## src/rtl/fpm_pkg.sv

```systemverilog
package fpm_pkg;

    // Rounding selector; the encoding is part of the port contract.
    typedef enum logic [1:0] {
        RND_NEAR_EVEN = 2'd0,
        RND_TO_ZERO   = 2'd1,
        RND_UP        = 2'd2,
        RND_DOWN      = 2'd3
    } rnd_mode_e;

    // Operand classification after unpacking.
    typedef enum logic [1:0] {
        CLS_ZERO,
        CLS_NORM,
        CLS_INF,
        CLS_NAN
    } opnd_class_e;

    // Which path produces the packed result.
    typedef enum logic [1:0] {
        OUT_NUM,
        OUT_ZERO,
        OUT_INF,
        OUT_NAN
    } out_kind_e;

    // Occupancy of one pipeline stage.
    typedef enum logic {
        STG_EMPTY,
        STG_FULL
    } stage_state_e;

endpackage

```

## src/rtl/fpm_unpack.sv

```systemverilog
module fpm_unpack
    import fpm_pkg::*;
#(
    parameter int EXP_W  = 8,
    parameter int FRAC_W = 23,
    localparam int W     = 1 + EXP_W + FRAC_W
) (
    input  logic [W-1:0]      op,
    output logic              sgn,
    output logic [EXP_W-1:0]  bexp,
    output logic [FRAC_W:0]   sig,
    output opnd_class_e       cls
);

    logic exp_ones;
    logic exp_clear;
    logic frac_clear;

    always_comb begin
        sgn        = op[W-1];
        bexp       = op[W-2 -: EXP_W];
        exp_ones   = &bexp;
        exp_clear  = ~|bexp;
        frac_clear = ~|op[FRAC_W-1:0];
        // Hidden one only for normal encodings; subnormals are read as zero.
        sig        = {~exp_clear, op[FRAC_W-1:0]};
        if (exp_ones) begin
            cls = frac_clear ? CLS_INF : CLS_NAN;
        end else if (exp_clear) begin
            cls = CLS_ZERO;
        end else begin
            cls = CLS_NORM;
        end
    end

endmodule

```

## src/rtl/fpm_round.sv

```systemverilog
module fpm_round
    import fpm_pkg::*;
#(
    parameter int EXP_W  = 8,
    parameter int FRAC_W = 23,
    localparam int W     = 1 + EXP_W + FRAC_W,
    localparam int SW    = FRAC_W + 1,
    localparam int PW    = 2 * SW,
    localparam int XW    = EXP_W + 3
) (
    input  logic                 sign,
    input  out_kind_e            kind,
    input  logic signed [XW-1:0] exp_sum,
    input  logic [PW-1:0]        prod,
    input  rnd_mode_e            mode,
    output logic [W-1:0]         res,
    output logic                 ovf,
    output logic                 unf
);

    localparam logic signed [XW-1:0] EXP_TOP = XW'((1 << EXP_W) - 1);
    localparam logic signed [XW-1:0] EXP_ONE = XW'(1);
    localparam logic [FRAC_W-1:0]    QNAN_FR = FRAC_W'(1) << (FRAC_W - 1);

    logic                 top_bit;
    logic [SW-1:0]        mant;
    logic                 rnd_bit;
    logic                 stk_bit;
    logic                 bump;
    logic [SW:0]          mant_inc;
    logic signed [XW-1:0] exp_f;
    logic                 unused_hidden;

    // Normalise: the product is in [1,4), so at most one right shift.
    always_comb begin
        top_bit = prod[PW-1];
        if (top_bit) begin
            mant    = prod[PW-1 -: SW];
            rnd_bit = prod[PW-1-SW];
            stk_bit = |prod[PW-2-SW:0];
        end else begin
            mant    = prod[PW-2 -: SW];
            rnd_bit = prod[PW-2-SW];
            stk_bit = |prod[PW-3-SW:0];
        end
    end

    // Round-increment decision per mode.
    always_comb begin
        unique case (mode)
            RND_NEAR_EVEN: bump = rnd_bit & (stk_bit | mant[0]);
            RND_TO_ZERO:   bump = 1'b0;
            RND_UP:        bump = ~sign & (rnd_bit | stk_bit);
            RND_DOWN:      bump = sign & (rnd_bit | stk_bit);
        endcase
        mant_inc      = {1'b0, mant} + {{SW{1'b0}}, bump};
        unused_hidden = mant_inc[SW-1];
        exp_f         = exp_sum
                      + $signed({{(XW-1){1'b0}}, top_bit})
                      + $signed({{(XW-1){1'b0}}, mant_inc[SW]});
    end

    // Pack: special paths first, then range check of the rounded exponent.
    always_comb begin
        ovf = 1'b0;
        unf = 1'b0;
        unique case (kind)
            OUT_NAN:  res = {1'b0, {EXP_W{1'b1}}, QNAN_FR};
            OUT_INF:  res = {sign, {EXP_W{1'b1}}, {FRAC_W{1'b0}}};
            OUT_ZERO: res = {sign, {(W-1){1'b0}}};
            OUT_NUM: begin
                if (exp_f >= EXP_TOP) begin
                    ovf = 1'b1;
                    res = {sign, {EXP_W{1'b1}}, {FRAC_W{1'b0}}};
                end else if (exp_f < EXP_ONE) begin
                    unf = 1'b1;
                    res = {sign, {(W-1){1'b0}}};
                end else begin
                    res = {sign, exp_f[EXP_W-1:0], mant_inc[FRAC_W-1:0]};
                end
            end
        endcase
    end

endmodule

```

## src/rtl/fp_mul_unit.sv

```systemverilog
module fp_mul_unit
    import fpm_pkg::*;
#(
    parameter int EXP_W  = 8,
    parameter int FRAC_W = 23,
    localparam int W     = 1 + EXP_W + FRAC_W,
    localparam int SW    = FRAC_W + 1,
    localparam int PW    = 2 * SW,
    localparam int XW    = EXP_W + 3
) (
    input  logic          clk,
    input  logic          rst_n,
    input  logic          in_valid,
    input  logic [W-1:0]  op_a,
    input  logic [W-1:0]  op_b,
    input  logic [1:0]    rnd_mode,
    output logic          out_valid,
    output logic [W-1:0]  result,
    output logic          ovf_flag,
    output logic          unf_flag
);

    localparam logic signed [XW-1:0] BIAS_X = XW'((1 << (EXP_W - 1)) - 1);
    localparam logic [W-1:0] NAN_WORD =
        {1'b0, {EXP_W{1'b1}}, FRAC_W'(1) << (FRAC_W - 1)};

    // ---------------- operand unpack (one per operand) ----------------
    logic [W-1:0]      opnd  [2];
    logic              sgn   [2];
    logic [EXP_W-1:0]  bexp  [2];
    logic [FRAC_W:0]   sig   [2];
    opnd_class_e       cls   [2];

    assign opnd[0] = op_a;
    assign opnd[1] = op_b;

    for (genvar g = 0; g < 2; g++) begin : g_unpack
        fpm_unpack #(.EXP_W(EXP_W), .FRAC_W(FRAC_W)) u_unpack (
            .op   (opnd[g]),
            .sgn  (sgn[g]),
            .bexp (bexp[g]),
            .sig  (sig[g]),
            .cls  (cls[g])
        );
    end

    // ---------------- stage 1 combinational ----------------
    logic                 sign_c;
    out_kind_e            kind_c;
    logic signed [XW-1:0] exp_sum_c;
    logic [PW-1:0]        prod_c;

    always_comb begin
        sign_c    = sgn[0] ^ sgn[1];
        exp_sum_c = $signed({3'b000, bexp[0]}) + $signed({3'b000, bexp[1]}) - BIAS_X;
        prod_c    = {{SW{1'b0}}, sig[0]} * {{SW{1'b0}}, sig[1]};
        if (cls[0] == CLS_NAN || cls[1] == CLS_NAN
            || (cls[0] == CLS_ZERO && cls[1] == CLS_INF)
            || (cls[0] == CLS_INF && cls[1] == CLS_ZERO)) begin
            kind_c = OUT_NAN;
        end else if (cls[0] == CLS_INF || cls[1] == CLS_INF) begin
            kind_c = OUT_INF;
        end else if (cls[0] == CLS_ZERO || cls[1] == CLS_ZERO) begin
            kind_c = OUT_ZERO;
        end else begin
            kind_c = OUT_NUM;
        end
    end

    // ---------------- stage occupancy state machines ----------------
    stage_state_e s1_state, s1_next;
    stage_state_e s2_state, s2_next;

    always_comb begin
        unique case (s1_state)
            STG_EMPTY: s1_next = in_valid ? STG_FULL : STG_EMPTY;
            STG_FULL:  s1_next = in_valid ? STG_FULL : STG_EMPTY;
        endcase
        unique case (s2_state)
            STG_EMPTY: s2_next = (s1_state == STG_FULL) ? STG_FULL : STG_EMPTY;
            STG_FULL:  s2_next = (s1_state == STG_FULL) ? STG_FULL : STG_EMPTY;
        endcase
    end

    always_ff @(posedge clk or negedge rst_n) begin
        if (!rst_n) begin
            s1_state <= STG_EMPTY;
            s2_state <= STG_EMPTY;
        end else begin
            s1_state <= s1_next;
            s2_state <= s2_next;
        end
    end

    // ---------------- stage 1 registers ----------------
    logic                 s1_sign;
    out_kind_e            s1_kind;
    logic signed [XW-1:0] s1_exp;
    logic [PW-1:0]        s1_prod;
    rnd_mode_e            s1_mode;

    always_ff @(posedge clk or negedge rst_n) begin
        if (!rst_n) begin
            s1_sign <= 1'b0;
            s1_kind <= OUT_ZERO;
            s1_exp  <= '0;
            s1_prod <= '0;
            s1_mode <= RND_NEAR_EVEN;
        end else if (in_valid) begin
            s1_sign <= sign_c;
            s1_kind <= kind_c;
            s1_exp  <= exp_sum_c;
            s1_prod <= prod_c;
            s1_mode <= rnd_mode_e'(rnd_mode);
        end
    end

    // ---------------- stage 2: round, pack, register ----------------
    logic [W-1:0] res_c;
    logic         ovf_c;
    logic         unf_c;

    fpm_round #(.EXP_W(EXP_W), .FRAC_W(FRAC_W)) u_round (
        .sign    (s1_sign),
        .kind    (s1_kind),
        .exp_sum (s1_exp),
        .prod    (s1_prod),
        .mode    (s1_mode),
        .res     (res_c),
        .ovf     (ovf_c),
        .unf     (unf_c)
    );

    always_ff @(posedge clk or negedge rst_n) begin
        if (!rst_n) begin
            result   <= '0;
            ovf_flag <= 1'b0;
            unf_flag <= 1'b0;
        end else if (s1_state == STG_FULL) begin
            result   <= res_c;
            ovf_flag <= ovf_c;
            unf_flag <= unf_c;
        end
    end

    always_comb out_valid = (s2_state == STG_FULL);

    // ---------------- assertions ----------------
    logic out_is_nan;
    logic a_in_nan;
    always_comb begin
        out_is_nan = (&result[W-2 -: EXP_W]) && (|result[FRAC_W-1:0]);
        a_in_nan   = (&op_a[W-2 -: EXP_W]) && (|op_a[FRAC_W-1:0]);
    end

    a_r10_latency: assert property (@(posedge clk) disable iff (!rst_n)
        in_valid |=> ##1 out_valid);

    a_r10_no_spurious: assert property (@(posedge clk) disable iff (!rst_n)
        !in_valid |=> ##1 !out_valid);

    a_r1_sign_xor: assert property (@(posedge clk) disable iff (!rst_n)
        (out_valid && !out_is_nan) |-> result[W-1] == ($past(op_a[W-1], 2) ^ $past(op_b[W-1], 2)));

    a_r6_ovf_is_inf: assert property (@(posedge clk) disable iff (!rst_n)
        ovf_flag |-> (result[W-2:0] == {{EXP_W{1'b1}}, {FRAC_W{1'b0}}}));

    a_r7_unf_is_zero: assert property (@(posedge clk) disable iff (!rst_n)
        unf_flag |-> (result[W-2:0] == '0));

    a_r6_r7_exclusive: assert property (@(posedge clk) disable iff (!rst_n)
        !(ovf_flag && unf_flag));

    a_r8_nan_prop: assert property (@(posedge clk) disable iff (!rst_n)
        (in_valid && a_in_nan) |=> ##1 (result == NAN_WORD && !ovf_flag && !unf_flag));

endmodule

```

## config.mk

```make
export PLATFORM = sky130hd
export DESIGN_NAME = fp_mul_unit
export DESIGN_NICKNAME = d
export VERILOG_FILES = /design/src/rtl/fpm_pkg.sv /design/src/rtl/fpm_unpack.sv /design/src/rtl/fpm_round.sv /design/src/rtl/fp_mul_unit.sv
export SDC_FILE = /design/constraint.sdc
export NUM_CORES = 2
export LEC_CHECK = 0
export ABC_AREA = 1
export ABC_CLOCK_PERIOD_IN_PS = 4200
export BUFFER_PORTS_ARGS = -buffer_cell sky130_fd_sc_hd__buf_2
export CAP_MARGIN = 20
export CORE_ASPECT_RATIO = 1.5
export CORE_MARGIN = 1.5
export CORE_UTILIZATION = 44
export CTS_CLUSTER_SIZE = 25
export DETAILED_ROUTE_END_ITERATION = 8
export GPL_ROUTABILITY_DRIVEN = 1
export PLACE_DENSITY_LB_ADDON = 0.08
export SYNTH_ARGS = -nofsm -noshare
export SYNTH_HDL_FRONTEND = slang
export SYNTH_SLANG_ARGS = --single-unit
```

## constraint.sdc

```tcl
create_clock -name clk -period 4.2 [get_ports clk]
set_clock_uncertainty 0.1 [all_clocks]
set_input_delay 0.84 -clock clk [delete_from_list [all_inputs] [get_ports clk]]
set_output_delay 0.84 -clock clk [all_outputs]
set_load 0.005 [all_outputs]
```

* Word-level counts from Yosys, hierarchy flattened
Index checks and enable logic that the tools add are counted.
** Word-level totals
- Bits in registers :: 100
- Input port bits :: 69
- Output and inout bits :: 35
- Logic and storage cells :: 77
** Cells by class
- Add/subtract/negate cells :: 5
- $mul :: 1
- Magnitude comparators :: 2
- Equal/unequal tests :: 10
- Multiplexer cells :: 23
- Bitwise logic cells :: 7
- Reduce and logical (&&, ||, !) cells :: 19
** Operator list (number)
- 32-bit one-hot mux with 4 select lines :: 1
- 23-bit OR reduction :: 3
- 31-bit two-way mux :: 2
- 24-bit by 24-bit multiplier with 48-bit output :: 1
- 24-bit by 1-bit adder with 25-bit output :: 1
- 24-bit two-way mux :: 1
- 11-bit by 2-bit adder with 11-bit output :: 2
- 22-bit OR reduction :: 1
- 2-bit equality test (second input constant) :: 8
- 8-bit AND reduction :: 2
- 8-bit OR reduction :: 2
- 1-bit two-way mux :: 14
- 11-bit by 9-bit greater-or-equal comparator with 1-bit output (second input constant) :: 1
- 11-bit by 2-bit < comparator with 1-bit output (second input constant) :: 1
- 9-bit by 7-bit subtractor with 10-bit output (second input constant) :: 1
- 8-bit by 8-bit adder with 9-bit output :: 1
- 2-bit zero test :: 4
- 2-bit two-way mux :: 4
- 1-bit logical OR :: 5
- 2-bit by 1-bit equality test with 1-bit output (second input constant) :: 2
- 1-bit one-hot mux with 4 select lines :: 1
- 1-bit bitwise AND :: 3
- 1-bit logical AND :: 2
- 1-bit OR :: 2
- 2 further kinds :: 2

* Longest topological paths before layout
- Depth in word-level cells :: 11
- Gate-level depth with buffers :: 35
- Gate-level depth less buffers :: 34

* Hierarchy
A second synthesis with hierarchy kept.
** Second synthesis, totals
- Cells, all modules :: 3760
- Area, all modules :: 27247.4 sq um
** Modules (own cells, without submodules)
- fp_mul_unit :: instances 1, cells an instance 3236, area each 24602.3 sq um, sequential area each 2478.6 sq um
- fpm_round :: instances 1, cells an instance 372, area each 1799.2 sq um, sequential area each 0.0 sq um
- fpm_unpack :: instances 2, cells an instance 76, area each 422.9 sq um, sequential area each 0.0 sq um

* Least setup slack after synthesis
No wires, ideal clock.
- Kind :: input to register
- From :: input op_a[26]
- To :: register s1_prod[45]
- Setup time :: 0.118 ns
- Arrival time :: 6.484 ns
- Data required time :: 3.982 ns
- Setup slack :: -2.502 ns
- Cell stages on the path :: 28
- Buffers on the path :: 1
- Path through :: nor2_1 nand4_1 inv_1 buf_1 nor2_1 fa_1 fa_1 fa_1 inv_1 fa_1 inv_1 fa_1 inv_1 fa_1 inv_1 fa_1 ha_1 nand2_1 nor2_1 inv_1 nor2_1 inv_1 o21ai_0 nand2_1 nand3_1 nand2_1 nand3_1 nand2_1
** On the way
- Word-level cells in the longest chain between the ends :: 2
** Ends and longest elaborated chain
- start, declared :: line fp_mul_unit.sv:14 : input logic [W-1:0] op_a,
- 8-bit OR reduction :: line fpm_unpack.sv:23 : exp_clear = ~|bexp;
- 24-bit by 24-bit multiplier with 48-bit output :: line fp_mul_unit.sv:56 : prod_c = {{SW{1'b0}}, sig[0]} * {{SW{1'b0}}, sig[1]};
- end signal, assigned :: line fp_mul_unit.sv:113 : s1_prod <= prod_c;
- end, declared :: line fp_mul_unit.sv:99 : logic [PW-1:0] s1_prod;
No other way between the ends.
A chain may end at the register's enable or synchronous reset.

* Worst setup path after layout
- From :: input op_b[27]
- To :: register s1_prod[39]
** On the way
- Word-level cells in the longest chain between the ends :: 2
** Ends and longest elaborated chain
- start, declared :: line fp_mul_unit.sv:15 : input logic [W-1:0] op_b,
- 8-bit OR reduction :: line fpm_unpack.sv:23
- 24-bit by 24-bit multiplier with 48-bit output :: line fp_mul_unit.sv:56
No other way between the ends.

==> metrics.md <==
| Metric | Value |
|---|---|
| Crit path DAT | `6630 ps` |
| CP peak stage delay | `540 ps` |
| Initial DRC Count | `890` |
| Hold Path Cell Cnt | `0` |
| H-tree Lvls | `3` |
| Post-CTS Hold Fix Bufs | `0` |
| Worst relative slew slack | `42.69%` |
| Worst reg2reg setup slack | `-280 ps` |
| # fillers | `5,320` |
| Fmax | `0.1538 GHz` |
| Fin cells | `4,621` |
| Slew @ Worst Pin | `859.6 ps` |
| RSZ-0062 raised after global routing | `true` |
| Clk_lat worst skew | `370 ps` |
| Failing checks | `setup timing` |
| Root Buffer | `clkbuf_16` |
| Initial Util | `44.30%` |
| Synth warnings | `0` |
| Seq cells post-synth | `99` |
| Clock Tree Buf Depth | `2` |
| Crit path kind | `input port to flip-flop` |
| CP Launch Type | `input port` |
| Post-synth EDFFs | `0` |
| Ys async rst share | `100.0%` |
| P&R area growth vs syn | `31.68%` |
| Synth Flop Type | `dfrtp_1` |
| Synthesized cell area | `25,560 µm²` |
| Worst setup EP type | `flip-flop` |
| CTS buffer count | `9` |
| Slowest cell on the critical path | `fa_1` |
| Initial antenna violation count | `2` |
| Die W | `199.8 µm` |
| Clock slew at reported path FFs | `70 ps` |
| Pin count of the biggest net entering global routing | `69` |
| Die Footprint | `59,570 µm²` |
| Ranking of synthesized cells by area | `fa_1, nand2_1, inv_1` |
| CTS tree | `built` |
| Final period util | `154.8%` |
| I/O Pins | `104` |
| Synth Area in Simple Gates | `21.26%` |
| Post-Syn Area per Cell | `7.469 µm²` |
| Final setup fails | `75` |
| Adder-Cell Fraction of Synth Area | `47.31%` |
| Final wirelength | `80,980 µm` |
| Vias/cell | `4.926` |
| Worst EP required | `4320 ps` |
| Main combinational cell family by area after synthesis | `adder cells` |
| Syn Nets | `4,167` |
| Post-route DRC violation count | `0` |
| Post-detailed-route count of antenna-violating nets | `0` |
| Synth Area in Compound Gates | `5.032%` |
| DP Cell Count | `4,538` |
| DPL Wire Length | `69,980 µm` |
| Reg2reg end | `result[8]` |
| Num rows | `108` |
| Max Cap Violations | `0` |
| Reg2reg path depth | `35` |
| Sequential-to-total area share from yosys stat | `9.697%` |
| Multiplexer area fraction after synthesis | `0%` |
| Hold Path End | `out_valid` |
| NumNets Final | `4,591` |
| RR Startpoint | `s1_prod[4]` |
| Synth cell types | `48` |
| Most used cell, CP | `fa_1` |
| Area leader, netlist | `fa_1` |
| Gr usage total | `28.37%` |
| Xor/xnor share of the synthesized area | `1.234%` |
| Worst Setup Slack, final | `-2303 ps` |
| Mapped Cells | `3,422` |
| Vert. Die Dim | `298.2 µm` |
| Worst-path fanout max | `7` |
| Core area | `57,700 µm²` |
| First-pass GRT wire length | `129,700 µm` |
| Vias in the first global route | `25,250` |
| Outcome | `finished with violations` |
| Routability congestion estimate from global placement | `0.9530` |
| Vias | `22,760` |
| Final hold vios | `0` |
| N_diodes | `0` |
| Detailed Routing Iterations Pass 1 | `5` |
| Final Max Tran Viols | `0` |
| Number of clock sinks | `99` |
| Tmin final | `6503 ps` |
| Wire per inst | `17.53 µm` |
| Share of post-route cells with drive strength above 1 | `27.11%` |
| Min-delay src | `s1_state` |
| IO buf count | `103` |
| Total gr overflow | `0` |
| Top-area cell type share of the netlist area | `37.91%` |
| Worst hold path type | `flip-flop to flip-flop` |
-- worst max-delay path: cells and delay by family --
kind / cells / cell delay (ps)
fa+ha+maj: 8 / 3690
simple gates: 12 / 1220
buf+inv: 8 / 780
compound gates: 1 / 80
-- metrics by stage --
stage	utilization (%)	setup WS [ps]	hold WS, ps	instance area, µm²	setup TNS, ps
3_3_place_gp	52.37	-3090	320.2	30220	-121630
5_1_grt	58.33	-2490	360.9	33660	-104680
4_1_cts	56.49	-2265	340.1	32600	-89790
2_1_floorplan	-	-2048	301.6	26860	-71840
3_5_place_dp	52.37	-3080	323.7	30220	-124020
6_report	58.33	-2303	338.3	33660	-87190
-- synth_stat cells (2+ instances only) --
cell,n
nand2_1,987
nor2_4,3
a211oi_1,2
xnor2_1,18
o21a_1,5
and2_0,2
nand3_1,78
ha_1,192
nand3_2,2
or2_2,5
a21oi_1,69
nand2_4,2
o31ai_1,5
inv_2,3
xor2_1,18
clkinv_1,2
o21ai_1,5
nand3b_1,10
inv_1,875
a21o_1,4
dfrtp_1,98
buf_1,3
and2_1,3
fa_1,484
o21bai_1,6
nand2_2,10
o22ai_1,2
nor4_1,8
o21ai_2,15
nor2_1,171
o21ai_0,116
a31oi_1,3
nor2_2,7
clkbuf_1,145
nand4_1,27
nor3_1,20
buf_6,6
-- cell type report --
cell class	instances	area (µm²)	share of cell area, %
Inverter	881	3324	9.878
Sequential cell	99	2480	7.368
Clock buffer	10	229.0	0.6803
Multi-Input combinational cell	2286	21530	63.97
Clock inverter	6	63.81	0.1896
Timing Repair Buffer	569	5066	15.05
Tap cell	770	963.4	2.863
-- how the worst max path moves through the flow --
stage | from | to | cells past startpoint | slack, ps
3_5_place_dp | op_b[26] | s1_prod[46] | 30 | -3080
5_1_grt | op_b[26] | s1_prod[39] | 26 | -2490
2_1_floorplan | op_a[13] | s1_prod[34] | 24 | -2050
4_1_cts | op_b[27] | s1_prod[46] | 31 | -2270
3_3_place_gp | op_b[27] | s1_prod[40] | 29 | -3090
6_report | op_b[27] | s1_prod[39] | 29 | -2300
-- registers in the layout, indices dropped and copies added, names as in the netlist --
signal and flops:
s1_prod 48, result 32, s1_exp 10, s1_kind 2, s1_mode 2, out_valid 1, ovf_flag 1, s1_sign 1
s1_state 1, unf_flag 1
-- what timing repair did --
item,in CTS,in global routing
cloned,3,0
pin swaps,156,149
resized for setup,479,210
setup buffers,33,38
setup endpoints to repair,75,75
-- routing by layer --
layer	track usage (%)	vias up	wire length (µm)
met5	0	-	28
met4	13.21	4	4614
met3	2.139	220	2479
met2	55.51	533	44850
met1	29.98	11240	29010
li1	-	10770	-
-- kinds of logic (layout without fill, tap and decap cells) --
family,count (synthesis),after routing
XOR/XNOR,36,36
buffers and inverters,1037,1466
flip-flops,99,99
AND/OR/NAND/NOR,1341,1341
adder cells (fa/ha/maj),676,676
AO/OA/AOI/OAI,233,233
-- cells in the final DEF (no fill, tap or decap), types with 57 or more instances in the layout --
cell type  netlist  final
buf_2            1     57
buf_4            0    360
buf_6            6    103
dfrtp_1         98     97
fa_1           484    459
ha_1           192    145
inv_1          875    821
nand2_1        987    893
nand2_2         10     70
nor2_1         171    114
Power is not shown: default switching activity piles up to over one toggle a cycle in this logic, so the estimate is an artifact.
